$ cat src/rtl/icc_pkg.sv
package icc_pkg;

  typedef enum logic [1:0] {
    PH_FETCH = 2'b00,
    PH_INDIR = 2'b01,
    PH_EXEC  = 2'b10,
    PH_INTR  = 2'b11
  } phase_e;

  typedef enum logic [2:0] {
    OP_LOAD  = 3'd0,
    OP_ADD   = 3'd1,
    OP_STORE = 3'd2,
    OP_JUMP  = 3'd3,
    OP_JZ    = 3'd4,
    OP_CALL  = 3'd5,
    OP_INTON = 3'd6,
    OP_NOP   = 3'd7
  } op_e;

  typedef enum logic [1:0] {MA_PC, MA_IR, MA_SAVE} mar_src_e;
  typedef enum logic [2:0] {PC_HOLD, PC_INC, PC_IR, PC_MARP1, PC_ISR} pc_op_e;
  typedef enum logic [1:0] {MB_MEM, MB_AC, MB_PC} mbr_src_e;
  typedef enum logic [1:0] {AC_HOLD, AC_LOAD, AC_ADD} ac_op_e;

  typedef struct packed {
    logic     mar_ld;
    mar_src_e mar_src;
    pc_op_e   pc_op;
    logic     mbr_ld;
    mbr_src_e mbr_src;
    logic     ir_ld;
    logic     ir_addr_ld;
    ac_op_e   ac_op;
    logic     ien_set;
    logic     ien_clr;
  } dp_ctrl_t;

  typedef struct packed {
    dp_ctrl_t dp;
    logic     mem_rd;
    logic     mem_wr;
    logic     last;
  } ctrl_t;

endpackage

$ cat src/rtl/icc_line_decoder.sv
module icc_line_decoder #(
  parameter int N = 3
) (
  input  logic [N-1:0]      code,
  output logic [2**N-1:0]   lines
);
  localparam int L = 2**N;

  for (genvar i = 0; i < L; i++) begin : g_line
    assign lines[i] = (code == N'(i));
  end
endmodule

$ cat src/rtl/icc_step_timer.sv
module icc_step_timer #(
  parameter int TW = 2
) (
  input  logic          clk,
  input  logic          rst,
  input  logic          phase_end,
  output logic [TW-1:0] step
);
  always_ff @(posedge clk) begin
    if (rst || phase_end) step <= '0;
    else                  step <= step + TW'(1);
  end
endmodule

$ cat src/rtl/icc_ctrl_logic.sv
module icc_ctrl_logic
  import icc_pkg::*;
#(
  parameter int TW  = 2,
  parameter int OPW = 3
) (
  input  phase_e             phase,
  input  logic [2**TW-1:0]   t_line,
  input  logic [2**OPW-1:0]  op_line,
  input  logic               ac_zero,
  output ctrl_t              c
);
  logic mem_in;
  assign mem_in = op_line[OP_LOAD] | op_line[OP_ADD];

  always_comb begin
    c = '0;
    unique case (phase)
      PH_FETCH: begin
        if (t_line[0]) begin c.dp.mar_ld = 1'b1; c.dp.mar_src = MA_PC; end
        if (t_line[1]) begin c.mem_rd = 1'b1; c.dp.pc_op = PC_INC; end
        if (t_line[2]) begin c.dp.mbr_ld = 1'b1; c.dp.mbr_src = MB_MEM; end
        if (t_line[3]) begin c.dp.ir_ld = 1'b1; c.last = 1'b1; end
      end
      PH_INDIR: begin
        if (t_line[0]) begin c.dp.mar_ld = 1'b1; c.dp.mar_src = MA_IR; end
        if (t_line[1]) c.mem_rd = 1'b1;
        if (t_line[2]) begin c.dp.mbr_ld = 1'b1; c.dp.mbr_src = MB_MEM; end
        if (t_line[3]) begin c.dp.ir_addr_ld = 1'b1; c.last = 1'b1; end
      end
      PH_EXEC: begin
        if (mem_in) begin
          if (t_line[0]) begin c.dp.mar_ld = 1'b1; c.dp.mar_src = MA_IR; end
          if (t_line[1]) c.mem_rd = 1'b1;
          if (t_line[2]) begin c.dp.mbr_ld = 1'b1; c.dp.mbr_src = MB_MEM; end
          if (t_line[3]) begin
            c.dp.ac_op = op_line[OP_ADD] ? AC_ADD : AC_LOAD;
            c.last     = 1'b1;
          end
        end
        if (op_line[OP_STORE]) begin
          if (t_line[0]) begin c.dp.mar_ld = 1'b1; c.dp.mar_src = MA_IR; end
          if (t_line[1]) begin c.dp.mbr_ld = 1'b1; c.dp.mbr_src = MB_AC; end
          if (t_line[2]) begin c.mem_wr = 1'b1; c.last = 1'b1; end
        end
        if (op_line[OP_JUMP] && t_line[0]) begin
          c.dp.pc_op = PC_IR;
          c.last     = 1'b1;
        end
        if (op_line[OP_JZ] && t_line[0]) begin
          c.dp.pc_op = ac_zero ? PC_IR : PC_HOLD;
          c.last     = 1'b1;
        end
        if (op_line[OP_CALL]) begin
          if (t_line[0]) begin c.dp.mar_ld = 1'b1; c.dp.mar_src = MA_IR; end
          if (t_line[1]) begin c.dp.mbr_ld = 1'b1; c.dp.mbr_src = MB_PC; end
          if (t_line[2]) begin
            c.mem_wr   = 1'b1;
            c.dp.pc_op = PC_MARP1;
            c.last     = 1'b1;
          end
        end
        if (op_line[OP_INTON] && t_line[0]) begin
          c.dp.ien_set = 1'b1;
          c.last       = 1'b1;
        end
        if (op_line[OP_NOP] && t_line[0]) c.last = 1'b1;
      end
      PH_INTR: begin
        if (t_line[0]) begin c.dp.mar_ld = 1'b1; c.dp.mar_src = MA_SAVE; end
        if (t_line[1]) begin c.dp.mbr_ld = 1'b1; c.dp.mbr_src = MB_PC; end
        if (t_line[2]) begin
          c.mem_wr     = 1'b1;
          c.dp.pc_op   = PC_ISR;
          c.dp.ien_clr = 1'b1;
          c.last       = 1'b1;
        end
      end
      default: ;
    endcase
  end
endmodule

$ cat src/rtl/icc_datapath.sv
module icc_datapath
  import icc_pkg::*;
#(
  parameter int DW        = 16,
  parameter int AW        = 12,
  parameter int OPW       = 3,
  parameter int SAVE_ADDR = 'h0F0,
  parameter int ISR_ADDR  = 'h0F1
) (
  input  logic           clk,
  input  logic           rst,
  input  dp_ctrl_t       c,
  input  logic [DW-1:0]  mem_rdata,
  output logic [AW-1:0]  pc,
  output logic [AW-1:0]  mar,
  output logic [DW-1:0]  mbr,
  output logic [DW-1:0]  ac,
  output logic           ien,
  output logic           ir_ind,
  output logic [OPW-1:0] ir_op
);
  localparam int PADW = DW - AW;

  logic [DW-1:0] ir;
  logic [AW-1:0] ir_addr;

  assign ir_ind  = ir[DW-1];
  assign ir_op   = ir[DW-2 -: OPW];
  assign ir_addr = ir[AW-1:0];

  always_ff @(posedge clk) begin
    if (rst) begin
      pc  <= '0;
      mar <= '0;
      mbr <= '0;
      ir  <= '0;
      ac  <= '0;
      ien <= 1'b0;
    end else begin
      if (c.mar_ld) begin
        unique case (c.mar_src)
          MA_PC:   mar <= pc;
          MA_IR:   mar <= ir_addr;
          default: mar <= AW'(SAVE_ADDR);
        endcase
      end
      unique case (c.pc_op)
        PC_INC:   pc <= pc + AW'(1);
        PC_IR:    pc <= ir_addr;
        PC_MARP1: pc <= mar + AW'(1);
        PC_ISR:   pc <= AW'(ISR_ADDR);
        default:  ;
      endcase
      if (c.mbr_ld) begin
        unique case (c.mbr_src)
          MB_MEM:  mbr <= mem_rdata;
          MB_AC:   mbr <= ac;
          default: mbr <= {{PADW{1'b0}}, pc};
        endcase
      end
      if (c.ir_ld)           ir          <= mbr;
      else if (c.ir_addr_ld) ir[AW-1:0]  <= mbr[AW-1:0];
      unique case (c.ac_op)
        AC_LOAD: ac <= mbr;
        AC_ADD:  ac <= ac + mbr;
        default: ;
      endcase
      if (c.ien_clr)      ien <= 1'b0;
      else if (c.ien_set) ien <= 1'b1;
    end
  end

  assert_pc_step_R2: assert property (@(posedge clk) disable iff (rst)
    (c.pc_op == PC_INC) |=> (pc == $past(pc) + AW'(1)));

  assert_ien_drop_R9: assert property (@(posedge clk) disable iff (rst)
    c.ien_clr |=> !ien);

  assert_ien_raise_R8: assert property (@(posedge clk) disable iff (rst)
    (c.ien_set && !c.ien_clr) |=> ien);
endmodule

$ cat src/rtl/instr_cycle_ctrl.sv
module instr_cycle_ctrl
  import icc_pkg::*;
#(
  parameter int DW        = 16,
  parameter int AW        = 12,
  parameter int TW        = 2,
  parameter int SAVE_ADDR = 'h0F0,
  parameter int ISR_ADDR  = 'h0F1
) (
  input  logic          clk,
  input  logic          rst,
  input  logic          irq,
  output logic [AW-1:0] mem_addr,
  output logic [DW-1:0] mem_wdata,
  input  logic [DW-1:0] mem_rdata,
  output logic          mem_rd,
  output logic          mem_wr,
  output logic [1:0]    cycle_code,
  output logic [TW-1:0] t_step,
  output logic [3:0]    reg_ld,
  output logic [AW-1:0] pc_out,
  output logic [DW-1:0] ac_out,
  output logic          ien_out
);
  localparam int OPW = $bits(op_e);
  localparam int NOP_LINES = 2**OPW;
  localparam int NT_LINES  = 2**TW;

  phase_e                 cyc_q, cyc_d;
  ctrl_t                  c;
  logic [TW-1:0]          step;
  logic [NT_LINES-1:0]    t_line;
  logic [NOP_LINES-1:0]   op_line;
  logic [OPW-1:0]         ir_op;
  logic                   ir_ind;
  logic [AW-1:0]          pc, mar;
  logic [DW-1:0]          mbr, ac;
  logic                   ien;

  icc_step_timer #(.TW(TW)) u_timer (
    .clk(clk), .rst(rst), .phase_end(c.last), .step(step)
  );

  icc_line_decoder #(.N(TW)) u_tdec (.code(step), .lines(t_line));
  icc_line_decoder #(.N(OPW)) u_opdec (.code(ir_op), .lines(op_line));

  icc_ctrl_logic #(.TW(TW), .OPW(OPW)) u_ctrl (
    .phase(cyc_q), .t_line(t_line), .op_line(op_line),
    .ac_zero(ac == '0), .c(c)
  );

  icc_datapath #(
    .DW(DW), .AW(AW), .OPW(OPW), .SAVE_ADDR(SAVE_ADDR), .ISR_ADDR(ISR_ADDR)
  ) u_dp (
    .clk(clk), .rst(rst), .c(c.dp), .mem_rdata(mem_rdata),
    .pc(pc), .mar(mar), .mbr(mbr), .ac(ac), .ien(ien),
    .ir_ind(ir_ind), .ir_op(ir_op)
  );

  always_comb begin
    cyc_d = cyc_q;
    if (c.last) begin
      unique case (cyc_q)
        PH_FETCH: cyc_d = mbr[DW-1] ? PH_INDIR : PH_EXEC;
        PH_INDIR: cyc_d = PH_EXEC;
        PH_EXEC:  cyc_d = (ien && irq) ? PH_INTR : PH_FETCH;
        default:  cyc_d = PH_FETCH;
      endcase
    end
  end

  always_ff @(posedge clk) begin
    if (rst) cyc_q <= PH_FETCH;
    else     cyc_q <= cyc_d;
  end

  assign mem_addr   = mar;
  assign mem_wdata  = mbr;
  assign mem_rd     = c.mem_rd;
  assign mem_wr     = c.mem_wr;
  assign cycle_code = cyc_q;
  assign t_step     = step;
  assign reg_ld     = {c.dp.ir_ld | c.dp.ir_addr_ld, c.dp.mbr_ld, c.dp.mar_ld,
                       c.dp.pc_op != PC_HOLD};
  assign pc_out     = pc;
  assign ac_out     = ac;
  assign ien_out    = ien;

  assert_single_load_R10: assert property (@(posedge clk) disable iff (rst)
    $onehot0(reg_ld));

  assert_no_rw_overlap_R10: assert property (@(posedge clk) disable iff (rst)
    !(mem_rd && mem_wr));

  assert_phase_t1_R10: assert property (@(posedge clk) disable iff (rst)
    (cycle_code != $past(cycle_code)) |-> (t_step == '0));

  assert_fetch_route_R3: assert property (@(posedge clk) disable iff (rst)
    (cyc_q == PH_FETCH && c.last) |=>
      (cycle_code == (ir_ind ? 2'b01 : 2'b10)));

  assert_call_resume_R7: assert property (@(posedge clk) disable iff (rst)
    (cyc_q == PH_EXEC && op_line[OP_CALL] && c.last) |=>
      (pc == $past(mar) + AW'(1)));

  assert_irq_entry_R8: assert property (@(posedge clk) disable iff (rst)
    (cyc_q == PH_EXEC && c.last && ien && irq) |=> (cycle_code == 2'b11));

  assert_irq_save_R9: assert property (@(posedge clk) disable iff (rst)
    (cyc_q == PH_INTR && mem_wr) |-> (mem_addr == AW'(SAVE_ADDR)));
endmodule

$ cat config.mk
export PLATFORM = sky130hd
export DESIGN_NAME = instr_cycle_ctrl
export DESIGN_NICKNAME = d
export VERILOG_FILES = /design/src/rtl/icc_pkg.sv /design/src/rtl/icc_line_decoder.sv /design/src/rtl/icc_step_timer.sv /design/src/rtl/icc_ctrl_logic.sv /design/src/rtl/icc_datapath.sv /design/src/rtl/instr_cycle_ctrl.sv
export SDC_FILE = /design/constraint.sdc
export NUM_CORES = 1
export LEC_CHECK = 0
export BUFFER_PORTS_ARGS = -buffer_cell sky130_fd_sc_hd__buf_2
export CORE_ASPECT_RATIO = 1.5
export CORE_MARGIN = 2
export CORE_UTILIZATION = 44
export CTS_BUF_LIST = sky130_fd_sc_hd__clkbuf_16
export DETAILED_ROUTE_END_ITERATION = 16
export PLACE_DENSITY_LB_ADDON = 0.08
export SETUP_SLACK_MARGIN = 0.5
export SLEW_MARGIN = 20
export SYNTH_ARGS = -nofsm -noshare
export SYNTH_HDL_FRONTEND = slang
export SYNTH_SLANG_ARGS = --single-unit
export TNS_END_PERCENT = 20
$ cat constraint.sdc
create_clock -name clk -period 2.8 [get_ports clk]
set_input_delay 0.42 -clock clk [delete_from_list [all_inputs] [get_ports clk]]
set_output_delay 0.42 -clock clk [all_outputs]
set_load 0.02 [all_outputs]
==> impl_metrics.sql, run 1 <==
INSERT INTO impl_metrics (metric_group, metric, value, unit) VALUES
('drt', 'detail_route.wl_per_cell', '19.10', 'um'),
('clock_tree', 'numClockSinks', '76', ''),
('synth', 'ys_top_cells_by_area', 'dfxtp_1, a21oi_1, nor2_1', ''),
('synth', 'syn_avg_cell_area', '8.340', 'um^2'),
('clock_tree', 'root_buffer', 'clkbuf_16', ''),
('clock_tree', 'worstSkewPairLatency', '350', 'ps'),
('synth', 'syn-num-nets', '648', ''),
('synth', 'ys_ff_latch', '76', ''),
('synth', 'synthMostInstantiatedCell', 'dfxtp_1', ''),
('sta', 'max_freq', '0.4288', 'GHz'),
('floorplanning', 'start_util', '44.60', '%'),
('floorplanning', 'design.portCount', '86', ''),
('place', 'dp_hpwl', '12060', 'um'),
('sta', 'worst_slew_pin_slew', '711.2', 'ps'),
('sta', 'grt_setup_unrepaired', 'yes', ''),
('critical_path', 'crit_path_arrival_time', '2580', 'ps'),
('cells_and_area', 'area_growth_syn_to_layout', '23.41', '%'),
('cells_and_area', 'n_fill_cell', '1116', ''),
('drt', 'drt-total-wl', '16330', 'um'),
('clock_tree', 'cts_tree', 'built', ''),
('synth', 'synth_edf_count', '0', ''),
('global_routing', 'grt_pass1_wl', '25750', 'um'),
('global_routing', 'initial_antenna_violation_count', '0', ''),
('worst_hold_path', 'timing.hold.worst.class', 'input port to flop', ''),
('synth', 'synth_adder_area_share', '5.586', '%'),
('power_and_ir_drop', 'vdd.ir_drop.worst', '330.5', 'uV'),
('drt', 'avg_vias_per_cell', '5.954', ''),
('global_routing', 'grt_overflow', '0', ''),
('drt', 'dr_total_vias', '5091', ''),
('clock_tree', 'cts_hold_buffers', '0', ''),
('floorplanning', 'chipHeight', '135.4', 'um'),
('synth', 'synth_largest_area_cell', 'dfxtp_1', ''),
('drt', 'drt_pass1_iterations', '8', ''),
('synth', 'yosys.area_share.xor_xnor', '3.287', '%'),
('power_and_ir_drop', 'total_leakage_power', '2.590', 'nW'),
('drt', 'starting_drc_count_in_detailed_routing', '364', ''),
('sta', 'finalMaxSlewViolations', '0', ''),
('synth', 'post_synth_and_or_nand_nor_area_fraction', '22.47', '%'),
('clock_tree', 'cts.htree.levels', '3', ''),
('critical_path', 'critPathLaunchType', 'flop', ''),
('clock_tree', 'cts_buffer_count', '9', ''),
('sta', 'totalNegativeSetupSlack', '0', 'ps'),
('clock_tree', 'clk_path_buf_depth', '2', ''),
('drt', 'ant_nets', '0', ''),
('synth', 'netlist-cell-type-count', '86', ''),
('power_and_ir_drop', 'total_power', '3.859', 'mW'),
('synth', 'synth-async-reset-ratio', '0', '%'),
('status', 'outcome', 'complete, no violations', ''),
('sta', 'final.hold.worst_slack', '400.7', 'ps'),
('cells_and_area', 'drive_gt1_share', '30.92', '%'),
('cells_and_area', 'layout.nets', '741', ''),
('sta', 'slew_headroom', '52.59', '%'),
('floorplanning', 'std_cell_rows', '48', ''),
('place', 'portBuffers', '85', ''),
('synth', 'synth_warnings', '0', ''),
('sta', 'fin_skew', '10.49', 'ps'),
('sta', 'final.period_utilization', '83.29', '%'),
('clock_tree', 'clkTransAtPathRegs', '60', 'ps'),
('critical_path', 'worstPathMaxFanout', '5', ''),
('floorplanning', 'coreArea', '0.01135', 'mm^2'),
('cells_and_area', 'insertedDiodeCount', '0', ''),
('synth', 'synth_mux_area_share', '3.683', '%'),
('synth', 'synthCells', '607', ''),
('synth', 'yosys-top-cells-count', 'dfxtp_1, nor2_1, a21oi_1', ''),
('drt', 'drc', '0', ''),
('floorplanning', 'die-width', '91.58', 'um'),
('synth', 'dominantRegCellSynth', 'dfxtp_1', ''),
('synth', 'synth_compound_gate_area_share', '28.45', '%'),
('synth', 'ys_seq_area_share', '30.05', '%'),
('global_routing', 'first_global_vias', '4826', ''),
('synth', 'synth.top_cell.area_share', '30.05', '%'),
('sta', 'number_of_setup_violations_in_the_final_report', '0', ''),
('sta', 'layout_min_cycle_time', '2332', 'ps'),
('critical_path', 'cp_endpoint_kind', 'flop', ''),
('floorplanning', 'die_area', '0.01240', 'mm^2'),
('power_and_ir_drop', 'power.density_cell_area', '617.7', 'mW/mm^2'),
('global_routing', 'groute.usage.overall', '26.23', '%'),
('critical_path', 'path_class', 'flop to flop', ''),
('global_routing', 'pin_count_of_the_biggest_net_entering_global_routing', '47', ''),
('synth', 'netlist_area', '0.005062', 'mm^2'),
('sta', 'timing_hold_violations_final', '0', ''),
('run', 'cap_viol_max_count', '0', ''),
('critical_path', 'cp_data_required_time', '3050', 'ps'),
('place', 'gp_congestion', '0.9491', ''),
('synth', 'combinational_family_with_the_most_area_after_synthesis', 'compound AO/OA/AOI/OAI gates', '');
==> final cells by class <==
class | count | area, um^2 | share of cell area (%)
clock buffers | 9 | 225.2 | 3.605
clock inverters | 7 | 83.83 | 1.342
well taps | 150 | 187.7 | 3.004
inverters | 22 | 88.84 | 1.422
flip-flops and latches | 76 | 1543 | 24.69
repair buffers | 124 | 734.5 | 11.76
multi-input cells | 467 | 3385 | 54.18
==> final timing paths <==
| check | cells after the start | to | slack (ps) | start |
|---|---|---|---|---|
| worst min register to register | 2 | u_dp.ir[9] | 490 | u_dp.ir[9] |
| worst max-delay path | 8 | u_dp.ac[13] | 470 | u_dp.ac[6] |
| worst min-delay path | 2 | u_dp.ac[14] | 400 | rst |
| worst max register to register | 8 | u_dp.ac[13] | 470 | u_dp.ac[6] |
==> flip-flops by register name, summed over array words and instances (netlist names) <==
| signal | count |
|---|---|
| u_dp.ien | 1 |
| u_dp.pc | 12 |
| u_timer.step | 2 |
| cycle_code | 2 |
| u_dp.mar | 12 |
| u_dp.ir | 15 |
| u_dp.ac | 16 |
| u_dp.mbr | 16 |
==> where the power goes <==
part	switching [mW]	leakage, nW	internal (mW)
Combinational	0.740	1.82	0.488
Sequential	0.206	0.622	1.21
Clock	0.512	0.149	0.706
==> critical path, cell delays in order (launching register included) <==
cell and delay (ps):
dfxtp_1 370, ha_1 400, inv_1 110, o21ai_0 360, o2111ai_2 220, a22oi_1 310, xnor2_1 160, nand2_1 70
a221oi_1 230
==> routing by layer <==
layer  up-vias  share of wire, %  wire, um  track usage [%]
met1      2453                42      6805            32.13
met4         0               2.9       476            11.45
met3        33               4.5       728            3.228
met2       163                51      8319            45.92
li1       2442                 -         -                -
met5         -                 0         0                0
==> kinds of logic after synthesis <==
family	Yosys count
and+or+nand+nor	215
AOI/OAI and AO/OA	193
DFF	76
buffers and inverters	64
adders and majority gates	22
xor gates and xnor gates	19
muxes	18
==> cells in the final DEF (no fill, tap or decap), types with 10 or more instances in the layout <==
cell	instances
o21ai_0	14
nor2_1	73
buf_4	37
inv_1	17
xnor2_1	10
nand2_1	52
and3_1	10
buf_2	85
ha_1	14
a21oi_1	54
dfxtp_1	67
a211oi_1	22
nand3_1	12
a222oi_1	12
mux2i_1	13
==> through the flow <==
stage | instances | area (um^2) | setup WS (ps) | utilization (%)
3_3_place_gp | 824 | 5682 | 313.8 | 50.06
4_1_cts | 849 | 6131 | 468.8 | 54.01
3_5_place_dp | 824 | 5682 | 231.1 | 50.06
2_1_floorplan | 607 | 5117 | 464.8 | -
6_report | 855 | 6247 | 468.0 | 55.04
5_1_grt | 855 | 6247 | 391.8 | 55.04
==> timing repair <==
| item | CTS | global route |
|---|---|---|
| pin swaps | 9 | 8 |
| gates resized for setup | 19 | 18 |
| setup endpoints to repair | 10 | 24 |
| buffers inserted | 9 | 6 |
No activity file was read; power rests on OpenSTA's default activity.
==> run 2, diff against run 1 <==
==> constraint.sdc (replaced) <==
create_clock -name clk -period 2 [get_ports clk]
set_input_delay 0.3 -clock clk [delete_from_list [all_inputs] [get_ports clk]]
set_output_delay 0.3 -clock clk [all_outputs]
set_load 0.02 [all_outputs]
==> impl_metrics.sql, run 2 (synthesized netlist as in run 1, its figures left out) <==
INSERT INTO impl_metrics (metric_group, metric, value, unit) VALUES
('status', 'outcome', 'finished, violations left', ''),
('status', 'violations_in_the_final_reports', 'setup timing', ''),
('clock_tree', 'cts_buffer_count', '9', ''),
('cells_and_area', 'drive_gt1_share', '50.00', '%'),
('global_routing', 'pin_count_of_the_biggest_net_entering_global_routing', '39', ''),
('sta', 'slew_headroom', '68.11', '%'),
('clock_tree', 'root_buffer', 'clkbuf_16', ''),
('power_and_ir_drop', 'vdd.ir_drop.worst', '477.9', 'uV'),
('sta', 'totalNegativeSetupSlack', '-3207', 'ps'),
('global_routing', 'grt_pass1_wl', '28810', 'um'),
('power_and_ir_drop', 'pwr-share-comb', '42.6', '%'),
('power_and_ir_drop', 'power.density_cell_area', '792.1', 'mW/mm^2'),
('clock_tree', 'cts_tree', 'built', ''),
('clock_tree', 'numClockSinks', '76', ''),
('sta', 'timing.final.ws_setup', '-237.4', 'ps'),
('cells_and_area', 'final_common_cell', 'buf_4', ''),
('place', 'gp_congestion', '0.9609', ''),
('drt', 'dr_total_vias', '5622', ''),
('critical_path', 'path_class', 'flop to flop', ''),
('floorplanning', 'start_util', '44.60', '%'),
('power_and_ir_drop', 'cellInternalPower', '3.831', 'mW'),
('drt', 'drt_pass1_iterations', '5', ''),
('drt', 'ant_nets', '0', ''),
('sta', 'layout_min_cycle_time', '2237', 'ps'),
('floorplanning', 'die_area', '0.01240', 'mm^2'),
('drt', 'starting_drc_count_in_detailed_routing', '416', ''),
('place', 'dp_hpwl', '13400', 'um'),
('run', 'cap_viol_max_count', '0', ''),
('place', 'place_worst_setup_slack', '-275.7', 'ps'),
('cells_and_area', 'most-common-layout-cells', 'buf_4, buf_2, nor2_1', ''),
('clock_tree', 'worstSkewPairLatency', '340', 'ps'),
('floorplanning', 'chipHeight', '135.4', 'um'),
('sta', 'fin_skew', '12.53', 'ps'),
('power_and_ir_drop', 'total_leakage_power', '3.338', 'nW'),
('power_and_ir_drop', 'share_clk_of_total_power', '26.7', '%'),
('cells_and_area', 'reg_top3', 'u_dp.ac x16, u_dp.mbr x16, u_dp.ir x15', ''),
('place', 'portBuffers', '85', ''),
('sta', 'grt_setup_unrepaired', 'yes', ''),
('cells_and_area', 'area_growth_syn_to_layout', '53.86', '%'),
('sta', 'timing_hold_violations_final', '0', ''),
('critical_path', 'critPathLaunchType', 'flop', ''),
('global_routing', 'grt_overflow', '0', ''),
('sta', 'number_of_setup_violations_in_the_final_report', '22', ''),
('worst_hold_path', 'timing.hold.worst.class', 'input port to flop', ''),
('floorplanning', 'die-width', '91.58', 'um'),
('critical_path', 'cp_endpoint_kind', 'flop', ''),
('cells_and_area', 'layout.nets', '834', ''),
('global_routing', 'groute.usage.overall', '29.46', '%'),
('clock_tree', 'cts.htree.levels', '3', ''),
('power_and_ir_drop', 'seq_power_share', '30.7', '%'),
('place', 'place_inst', '905', ''),
('clock_tree', 'cts_hold_buffers', '0', ''),
('floorplanning', 'std_cell_rows', '48', ''),
('critical_path', 'crit_path_arrival_time', '2470', 'ps'),
('power_and_ir_drop', 'netSwitchingFraction', '37.90', '%'),
('drt', 'drc', '0', ''),
('critical_path', 'worstPathMaxFanout', '5', ''),
('cells_and_area', 'n_fill_cell', '869', ''),
('floorplanning', 'design.portCount', '86', ''),
('cells_and_area', 'layoutNonFillerInstCount', '948', ''),
('clock_tree', 'clk_path_buf_depth', '2', ''),
('global_routing', 'first_global_vias', '5500', ''),
('sta', 'max_freq', '0.4470', 'GHz'),
('drt', 'drt-total-wl', '18840', 'um'),
('critical_path', 'cp_data_required_time', '2240', 'ps'),
('sta', 'finalMaxSlewViolations', '0', ''),
('clock_tree', 'clkTransAtPathRegs', '70', 'ps'),
('sta', 'final.period_utilization', '111.9', '%'),
('cells_and_area', 'insertedDiodeCount', '0', ''),
('power_and_ir_drop', 'power.switching', '2.338', 'mW'),
('sta', 'worst_slew_pin_slew', '478.3', 'ps'),
('drt', 'detail_route.wl_per_cell', '19.87', 'um'),
('drt', 'avg_vias_per_cell', '5.930', ''),
('floorplanning', 'coreArea', '0.01135', 'mm^2'),
('global_routing', 'initial_antenna_violation_count', '0', '');
run 2: area by class of cell:
type	instances	area, um^2	area share, %
inverter	22	97.59	1.253
multi-input combinational	467	3915	50.26
sequential	76	1570	20.16
clock inverter	6	53.80	0.6908
tap	150	187.7	2.410
timing repair buffer	217	1714	22.01
clock buffer	10	250.2	3.213
run 2: final timing paths:
check | slack, ps | cells past startpoint | endpoint | from
setup / recovery | -240 | 13 | u_dp.pc[6] | u_timer.step[1]
hold / removal | 260 | 2 | u_dp.ir[14] | rst
setup reg to reg | -240 | 13 | u_dp.pc[6] | u_timer.step[1]
hold reg to reg | 490 | 2 | u_dp.ir[9] | u_dp.ir[9]
run 2: critical path, stage by stage, from the launching register on:
cell	delay (ps)
dfxtp_4	350
buf_6	90
ha_4	140
nand3b_4	100
nor2_8	140
mux2_4	340
ha_4	200
and3_4	200
nand3_2	90
xnor2_2	60
mux2i_1	140
a21oi_1	80
mux2i_1	150
nor2_1	50
run 2: stage by stage:
stage | total power [mW] | util, % | cell area, um^2 | hold slack (ps)
6_report | 6.169 | 68.62 | 7789 | 259.9
2_1_floorplan | 3.162 | - | 5289 | 449.0
5_1_grt | 6.428 | 68.62 | 7789 | 266.4
4_1_cts | 5.967 | 65.24 | 7406 | 255.5
3_3_place_gp | 3.927 | 56.61 | 6426 | 465.6
3_5_place_dp | 3.966 | 56.61 | 6426 | 474.0
run 2: power by group through the flow:
stage / registers, mW / clock network (mW) / logic, mW
after global placement: 1.90 / 0 / 2.02
after CTS: 1.88 / 1.67 / 2.42
after global routing: 1.91 / 1.73 / 2.79
after detailed placement: 1.91 / 0 / 2.05
after floorplan: 2.11 / 0 / 1.05
final: 1.89 / 1.65 / 2.63
run 2: timing repair:
item / CTS / global route
gates cloned: 0 / 0
gates resized for setup: 116 / 82
pin swaps: 82 / 79
endpoints found under the setup margin: 81 / 76
buffers inserted: 22 / 5
run 2: routing by layer:
| metal | part of all wire, % | global-route usage (%) | up-vias | wire length, um |
|---|---|---|---|---|
| li1 | - | - | 2633 | - |
| met1 | 40 | 35.42 | 2733 | 7521 |
| met2 | 51 | 51.10 | 208 | 9573 |
| met3 | 4.5 | 3.172 | 48 | 848 |
| met4 | 4.7 | 16.08 | 0 | 891 |
| met5 | 0 | 0 | - | 0 |
